$ cat src/rtl/sincf_pkg.sv
package sincf_pkg;
  typedef enum logic [1:0] {
    ORD_FAST = 2'd0,
    ORD_S1   = 2'd1,
    ORD_S2   = 2'd2,
    ORD_S3   = 2'd3
  } sinc_order_e;

  localparam int MAX_ORDER = 3;
endpackage

$ cat src/rtl/sincf_integ.sv
module sincf_integ #(
  parameter int STAGES = 3,
  parameter int W      = 17
) (
  input  logic                       clk,
  input  logic                       rst_n,
  input  logic                       en,
  input  logic                       in_bit,
  output logic [STAGES-1:0][W-1:0]   nxt
);
  logic [STAGES-1:0][W-1:0] acc;

  for (genvar g = 0; g < STAGES; g++) begin : g_stage
    if (g == 0) begin : g_first
      assign nxt[g] = acc[g] + W'(in_bit);
    end else begin : g_rest
      assign nxt[g] = acc[g] + nxt[g-1];
    end

    always_ff @(posedge clk) begin
      if (!rst_n)  acc[g] <= '0;
      else if (en) acc[g] <= nxt[g];
    end
  end
endmodule

$ cat src/rtl/sincf_comb.sv
module sincf_comb #(
  parameter int STAGES = 3,
  parameter int W      = 17
) (
  input  logic                       clk,
  input  logic                       rst_n,
  input  logic                       en,
  input  logic [W-1:0]               din,
  output logic [STAGES-1:0][W-1:0]   dout
);
  logic [STAGES-1:0][W-1:0] src;
  logic [STAGES-1:0][W-1:0] dly;

  for (genvar g = 0; g < STAGES; g++) begin : g_stage
    if (g == 0) begin : g_first
      assign src[g] = din;
    end else begin : g_rest
      assign src[g] = dout[g-1];
    end

    assign dout[g] = src[g] - dly[g];

    always_ff @(posedge clk) begin
      if (!rst_n)  dly[g] <= '0;
      else if (en) dly[g] <= src[g];
    end
  end

  // comb history moves only at decimation points
  assert_comb_hold_R2: assert property (@(posedge clk) disable iff (!rst_n)
    !en |=> $stable(dly));
endmodule

$ cat src/rtl/sincf_limits.sv
module sincf_limits #(
  parameter int VAL_W = 15
) (
  input  logic             clk,
  input  logic             rst_n,
  input  logic             load,
  input  logic [VAL_W-1:0] val,
  input  logic [VAL_W-1:0] hi,
  input  logic [VAL_W-1:0] lo,
  input  logic [VAL_W-1:0] cr,
  output logic             over_q,
  output logic             under_q,
  output logic             cross_q
);
  always_ff @(posedge clk) begin
    if (!rst_n) begin
      over_q  <= 1'b0;
      under_q <= 1'b0;
      cross_q <= 1'b0;
    end else if (load) begin
      over_q  <= (val >= hi);
      under_q <= (val <= lo);
      cross_q <= (val >= cr);
    end
  end

  assert_flags_hold_R11: assert property (@(posedge clk) disable iff (!rst_n)
    !load |=> $stable({over_q, under_q, cross_q}));
endmodule

$ cat src/rtl/sincf_cmp.sv
module sincf_cmp
  import sincf_pkg::*;
#(
  parameter int OSR_W = 5,
  parameter int VAL_W = 15
) (
  input  logic             clk,
  input  logic             rst_n,
  input  logic             in_valid,
  input  logic             in_bit,
  output logic             in_ready,
  input  logic [1:0]       order_sel,
  input  logic [OSR_W-1:0] osr,
  input  logic [VAL_W-1:0] hi_lim,
  input  logic [VAL_W-1:0] lo_lim,
  input  logic [VAL_W-1:0] cross_lim,
  input  logic             hi_irq_en,
  input  logic             lo_irq_en,
  output logic             out_valid,
  output logic [VAL_W-1:0] out_value,
  output logic             over_flag,
  output logic             under_flag,
  output logic             cross_flag,
  output logic             irq
);
  localparam int ACC_W = MAX_ORDER * OSR_W + 2;
  localparam logic [ACC_W-1:0] SAT_MAX = ACC_W'((1 << VAL_W) - 1);

  sinc_order_e             ord;
  logic [1:0]              stage_idx;
  logic [OSR_W-1:0]        dec_last;
  logic [OSR_W-1:0]        cnt;
  logic                    beat;
  logic                    last;
  logic [MAX_ORDER-1:0][ACC_W-1:0] integ_nxt;
  logic [MAX_ORDER-1:0][ACC_W-1:0] comb_out;
  logic [ACC_W-1:0]        raw;
  logic [VAL_W-1:0]        sat;

  assign in_ready = 1'b1;
  assign beat     = in_valid;
  assign ord      = sinc_order_e'(order_sel);

  // Fast mode: second order with half the ratio, at least one
  always_comb begin
    if (ord == ORD_FAST) begin
      stage_idx = 2'd1;
      dec_last  = (osr == '0) ? '0 : ((osr - 1'b1) >> 1);
    end else begin
      stage_idx = order_sel - 2'd1;
      dec_last  = osr;
    end
  end

  assign last = beat && (cnt == dec_last);

  always_ff @(posedge clk) begin
    if (!rst_n)    cnt <= '0;
    else if (last) cnt <= '0;
    else if (beat) cnt <= cnt + 1'b1;
  end

  sincf_integ #(.STAGES(MAX_ORDER), .W(ACC_W)) u_integ (
    .clk(clk), .rst_n(rst_n), .en(beat), .in_bit(in_bit), .nxt(integ_nxt)
  );

  sincf_comb #(.STAGES(MAX_ORDER), .W(ACC_W)) u_comb (
    .clk(clk), .rst_n(rst_n), .en(last), .din(integ_nxt[stage_idx]),
    .dout(comb_out)
  );

  assign raw = comb_out[stage_idx];
  assign sat = (raw > SAT_MAX) ? VAL_W'(SAT_MAX) : raw[VAL_W-1:0];

  always_ff @(posedge clk) begin
    if (!rst_n) begin
      out_valid <= 1'b0;
      out_value <= '0;
    end else begin
      out_valid <= last;
      if (last) out_value <= sat;
    end
  end

  sincf_limits #(.VAL_W(VAL_W)) u_limits (
    .clk(clk), .rst_n(rst_n), .load(last), .val(sat),
    .hi(hi_lim), .lo(lo_lim), .cr(cross_lim),
    .over_q(over_flag), .under_q(under_flag), .cross_q(cross_flag)
  );

  assign irq = (over_flag && hi_irq_en) || (under_flag && lo_irq_en);

  assert_cnt_range_R2: assert property (@(posedge clk) disable iff (!rst_n)
    cnt <= dec_last);
  assert_strobe_after_beat_R2: assert property (@(posedge clk) disable iff (!rst_n)
    out_valid |-> $past(in_valid));
  assert_value_hold_R11: assert property (@(posedge clk) disable iff (!rst_n)
    !out_valid |-> $stable(out_value));
endmodule

$ cat config.mk
export PLATFORM = sky130hd
export DESIGN_NAME = sincf_cmp
export DESIGN_NICKNAME = d
export VERILOG_FILES = /design/src/rtl/sincf_pkg.sv /design/src/rtl/sincf_integ.sv /design/src/rtl/sincf_comb.sv /design/src/rtl/sincf_limits.sv /design/src/rtl/sincf_cmp.sv
export SDC_FILE = /design/constraint.sdc
export NUM_CORES = 1
export LEC_CHECK = 0
export CELL_PAD_IN_SITES_DETAIL_PLACEMENT = 1
export CELL_PAD_IN_SITES_GLOBAL_PLACEMENT = 1
export CORE_MARGIN = 2
export CORE_UTILIZATION = 49
export DETAILED_ROUTE_END_ITERATION = 16
export PLACE_DENSITY_LB_ADDON = 0.25
export SETUP_SLACK_MARGIN = 0.05
export SYNTH_ARGS = -nofsm -noshare
export SYNTH_HDL_FRONTEND = slang
export SYNTH_SLANG_ARGS = --single-unit
$ cat constraint.sdc
create_clock -name clk -period 21.1 [get_ports clk]
set_input_delay 4.22 -clock clk [delete_from_list [all_inputs] [get_ports clk]]
set_output_delay 4.22 -clock clk [all_outputs]
set_load 0.01 [all_outputs]
# --- After elaboration in Yosys (flattened, before gate mapping) ---
# Cells that the tools add are included.
classes:
  addsub: 9
  order_cmp: 5
  eq_ne: 1
  mux: 8
  bitwise_logic: 1
  reduce_logical: 7
op_table:
  columns: ["op", "n"]
  rows:
  - ["$bmux W17 S2", 2]
  - ["$sub A17 B17 Y17", 3]
  - ["$add A17 B17 Y17", 2]
  - ["$mux W17", 2]
  - ["$ge A15 B15 Y1", 2]
  - ["$add A17 B1 Y17", 1]
  - ["$gt A17 B15 Y1 const B", 1]
  - ["$le A15 B15 Y1", 1]
  - ["$mux W15", 1]
  - ["$add A5 B1 Y5 const B", 1]
  - ["$eq A5 B5 Y1", 1]
  - ["$logic_not A5 Y1", 1]
  - ["$mux W5", 1]
  - ["$sub A5 B1 Y5 const B", 1]
  - ["$mux W4", 1]
  - ["$logic_and A1 B1 Y1", 3]
  - ["$lt A2 B3 Y1 const B", 1]
  - ["$logic_not A2 Y1", 1]
  - ["$mux W2", 1]
  - ["$reduce_or A2 Y1", 1]
  - ["$sub A2 B1 Y2 const B", 1]
  - ["$logic_or A1 B1 Y1", 1]
  - ["$not A1 Y1", 1]
totals:
  regBits: 126
  inputBits: 58
  out_inout_bits: 21
  wordCells: 43

# --- Longest topological paths before layout ---
logic_depth:
  depth_word: 13
  depth_mapped: 57
  mapped_depth_nobuf: 56

# --- Hierarchy ---
# Synthesis repeated with hierarchy kept, for this count alone.
unflattened:
  hier_cells: 1361
  hier_area_um2: 11061.9
modules_own_cells:
  columns: ["mod", "instances", "cells_each", "area_per_inst_um2", "seq_area_each_um2"]
  rows:
  - ["sincf_comb", 1, 507, 4232.8, 1021.0]
  - ["sincf_integ", 1, 452, 3842.4, 1021.0]
  - ["sincf_cmp", 1, 244, 1770.4, 420.4]
  - ["sincf_limits", 1, 158, 1216.2, 60.1]

# --- Worst setup path after synthesis ---
# OpenSTA, ideal clock, no wires.
synth_path:
  path_kind: "input port to flip-flop"
  from: "input in_bit"
  to: "register u_limits.under_q"
  setup_ns: 0.059
  arrival_time_ns: 13.432
  required_time_ns: 21.041
  setup_slack_ns: 7.609
  cell_stages: 51
  n_path_buf: 1
  path_cell_list: "ha_1 ha_1 ha_1 a21o_1 a21oi_1 o21bai_1 a21oi_1 xnor2_1 ha_1 and4_1 a211oi_1 o31ai_1 xnor2_1 nor2_1 a21oi_1 o21ai_0 ha_1 a21o_1 [15 not listed] a31oi_1 xnor2_1 o311a_1 xor2_2 buf_2 o2111ai_1 ha_1 nor2b_1 o21a_1 o21a_1 o21a_1 o21a_1 o21a_1 o21a_1 o21ai_0 a21oi_1 nand2_1 o211a_1"
synth_rtl:
  columns: ["element", "line_no", "text"]
  rows:
  - ["start, declared", "sincf_cmp.sv:10", "input logic in_bit,"]
  - ["end signal, assigned", "sincf_limits.sv:22", "under_q <= (val <= lo);"]
  - ["end, declared", "sincf_limits.sv:12", "output logic under_q,"]

==> impl_metrics.toml <==
[worst_hold_path]
hp-class = "register to register"

[drt]
avgRoutedWirePerCell_um = 18.7
num_vias = 10000
dr.pass1.iters = 5
finalWirelength_um = 32500
post_route_drc_violation_count = 0
drt_iter0_drc = 500
via_per_inst = 5.78
antenna_left = 0

[timing]
finalSetupViolations = 0
max_slew.worst_pin.slew_ps = 893
relSlewSlack_pct = 40.5
maxSlewViolCount = 0
setup_tns_ps = 0
finalWorstSetupSlack_ps = 5680
final_min_period_over_clock_period_pct = 73.1
unrepaired_setup_endpoints_after_global_routing = "false"
period_minus_slack_ps = 15420
timing.fmax_mhz = 64.9
final.setup_skew_ps = 13.8
hold-worst-slack_ps = 462
hold_violations = 0

[floorplanning]
design.die.area_um2 = 23500
fp.coreArea_um2 = 21800
die_w_um = 153
initial_core_util_pct = 49.9
placementRows = 54
chipHeight_um = 153
design.portCount = 79

[synthesis]
ys_ff_latch = 126
warning_count_from_the_yosys_run = 0
yosys_most_used_dff = "dfxtp_1"
synthesis.area_um2 = 10900
gate_count_post_synth = 1387
synth_area_leaders = "dfxtp_1, ha_1, xnor2_1, nand2_1, inv_1"
syn_area_per_cell_um2 = 7.86
yosys_cell_types = 81
synth_sequential_area_ratio_pct = 23.1
post_synth_edffs = 0
synthArstFlopShare_pct = 0
netlist.top_cell.by_area = "dfxtp_1"
yosysTopAreaCellShare_pct = 23.1
synth_nets = 1580

[cells_and_area]
layout.filler_cells = 2703
n_antenna_cell = 0
layoutNonFillerInstCount = 1731
final_area_um2 = 12500
design.final.nets = 1631
drive_above_1_share_pct = 5.03
area_growth_pct = 14.5

[worst_setup_path]
data_required_critical_path_ps = 21390
worstPathArrival_ps = 15710
critical_path.max_fanout = 24
critPathMaxStageDelay_ps = 700
critical_path.endpoint_type = "register"
crit_slowest_cell = "o31ai_1"
element_type_at_the_critical_path_start = "primary input"
criticalPathCategory = "primary input to register"

[clocking]
post_cts_resize_count = 0
clock_sink_count = 126
postCtsHoldBufs = 0
max-clock-path-buffers = 2
clkLatencyLatePin_ps = 430
cts_clk_pin_slew_worst_paths_ps = 60
htree_num_levels = 4
post-cts-setup-buffer-count = 0
cts_bufs_inserted = 17
cts_tree = "built"
clock-root-buffer = "clkbuf_16"

[pwr]
worst_ir_drop_vdd_uv = 60.3
leakagePower_nw = 5.33
power_per_cell_area_nw_per_um2 = 84.6

[global_routing]
m2_gr_usage_pct = 51.4
first_pass_grt_wire_length_um = 54000
grt_busiest_layer = "met2"
grt.met1_usage_pct = 33.1
track_usage_pct = 28.1
globalRoute.totalOverflow = 0
number_of_antenna_violations_at_the_first_check_in_global_routing = 0
grt_max_degree = 84
groute.layer.met3.usage_pct = 3.97
vias_in_the_first_global_route = 10800

[placement]
gp_routability_congestion = 0.900
dp.final_hpwl_um = 23400
pre_cts_setup_slack_ps = 5420
dp.cells = 1699
dpl-instance-area_um2 = 11900
io_buffer_count = 77

[run]
cap_violations = 0

[run_status]
status = "finished, final reports clean"
==> placed cells by master, fill, tap and decap left out, drive strengths merged, types with 26 or more instances in the layout <==
cell | Yosys | final
a21oi | 93 | 93
and2 | 26 | 26
xnor2 | 76 | 76
dfxtp | 126 | 126
nand3 | 29 | 29
a21boi | 34 | 34
nor2 | 97 | 97
mux2i | 44 | 44
inv | 126 | 135
xor2 | 32 | 32
o21a | 29 | 29
nor2b | 47 | 47
ha | 130 | 130
o21ai | 67 | 67
clkdlybuf4s50 | 0 | 74
nand2 | 152 | 152
==> synthesized netlist by cell type (15+ instances only) <==
library cell,number
nand2_1,152
ha_1,130
dfxtp_1,126
inv_1,126
nor2_1,97
a21oi_1,93
xnor2_1,74
o21ai_0,64
nor2b_1,47
mux2i_1,44
clkbuf_1,40
a21boi_0,33
xor2_1,29
o21a_1,28
nand3_1,27
a21o_1,25
and2_1,25
nand2b_1,17
nand4_1,15
nor3_1,15
==> registers in the layout, summed over array words and instances (netlist names) <==
register          cells
u_limits.cross_q      1
u_comb.dly           51
u_limits.over_q       1
u_limits.under_q      1
out_value            15
out_valid             1
cnt                   5
u_integ.acc          51
==> kinds of logic (layout without fill, tap and decap cells) <==
logic type / Yosys count / in the layout / synth area share [%]
and+or+nand+nor: 436 / 436 / 19.1
AOI/OAI and AO/OA: 354 / 354 / 22.1
buffers and inverters: 182 / 246 / 6.38
adders and majority gates: 135 / 135 / 15.8
DFF: 126 / 126 / 23.1
xor gates and xnor gates: 108 / 108 / 9.23
muxes: 45 / 45 / 4.14
other: 1 / 1 / 0.0344
==> area by class of cell <==
type	count	area [um2]	share of cell area, %
Tap cell	280	350	2.81
Multi-Input combinational cell	1079	7690	61.7
Clock inverter	15	171	1.37
Timing Repair Buffer	87	833	6.68
Inverter	127	477	3.82
Clock buffer	17	425	3.41
Sequential cell	126	2520	20.2
==> report_power, final <==
group / internal, mW / switching [mW] / total, mW
logic: 0.204 / 0.297 / 0.501
registers: 0.244 / 0.00393 / 0.247
clock network: 0.178 / 0.129 / 0.307
total: 0.626 / 0.430 / 1.06
==> critical path, delay by kind of cell <==
kind | cells | cell delay [ps]
adder cells (fa/ha/maj) | 8 | 2470
XOR/XNOR | 5 | 960
buffers and inverters | 4 | 930
AO/OA/AOI/OAI | 27 | 5980
AND/OR/NAND/NOR | 8 | 1120
==> path summary, 6_finish.rpt <==
kind	start	endpoint	slack, ps	depth (start not counted)
setup / recovery	in_bit	u_limits.over_q	5680	52
setup reg to reg	u_integ.acc[0]	u_limits.over_q	9600	51
hold reg to reg	u_comb.dly[23]	u_comb.dly[23]	460	2
hold / removal	u_comb.dly[23]	u_comb.dly[23]	460	2
==> metrics by stage <==
step,power [mW],util (%)
after global routing,1.13,57.2
after floorplan,0.614,-
final,1.06,57.2
after CTS,1.06,57.2
after global placement,0.721,54.4
after detailed placement,0.743,54.4
==> per-layer routing <==
metal / routed length, um / share of wire (%) / vias up
li1: - / - / 4894
met1: 13900 / 43 / 4904
met2: 16700 / 51 / 150
met3: 840 / 2.6 / 65
met4: 1030 / 3.2 / 0
met5: 0 / 0 / -
(Power assumes the default switching activity.)
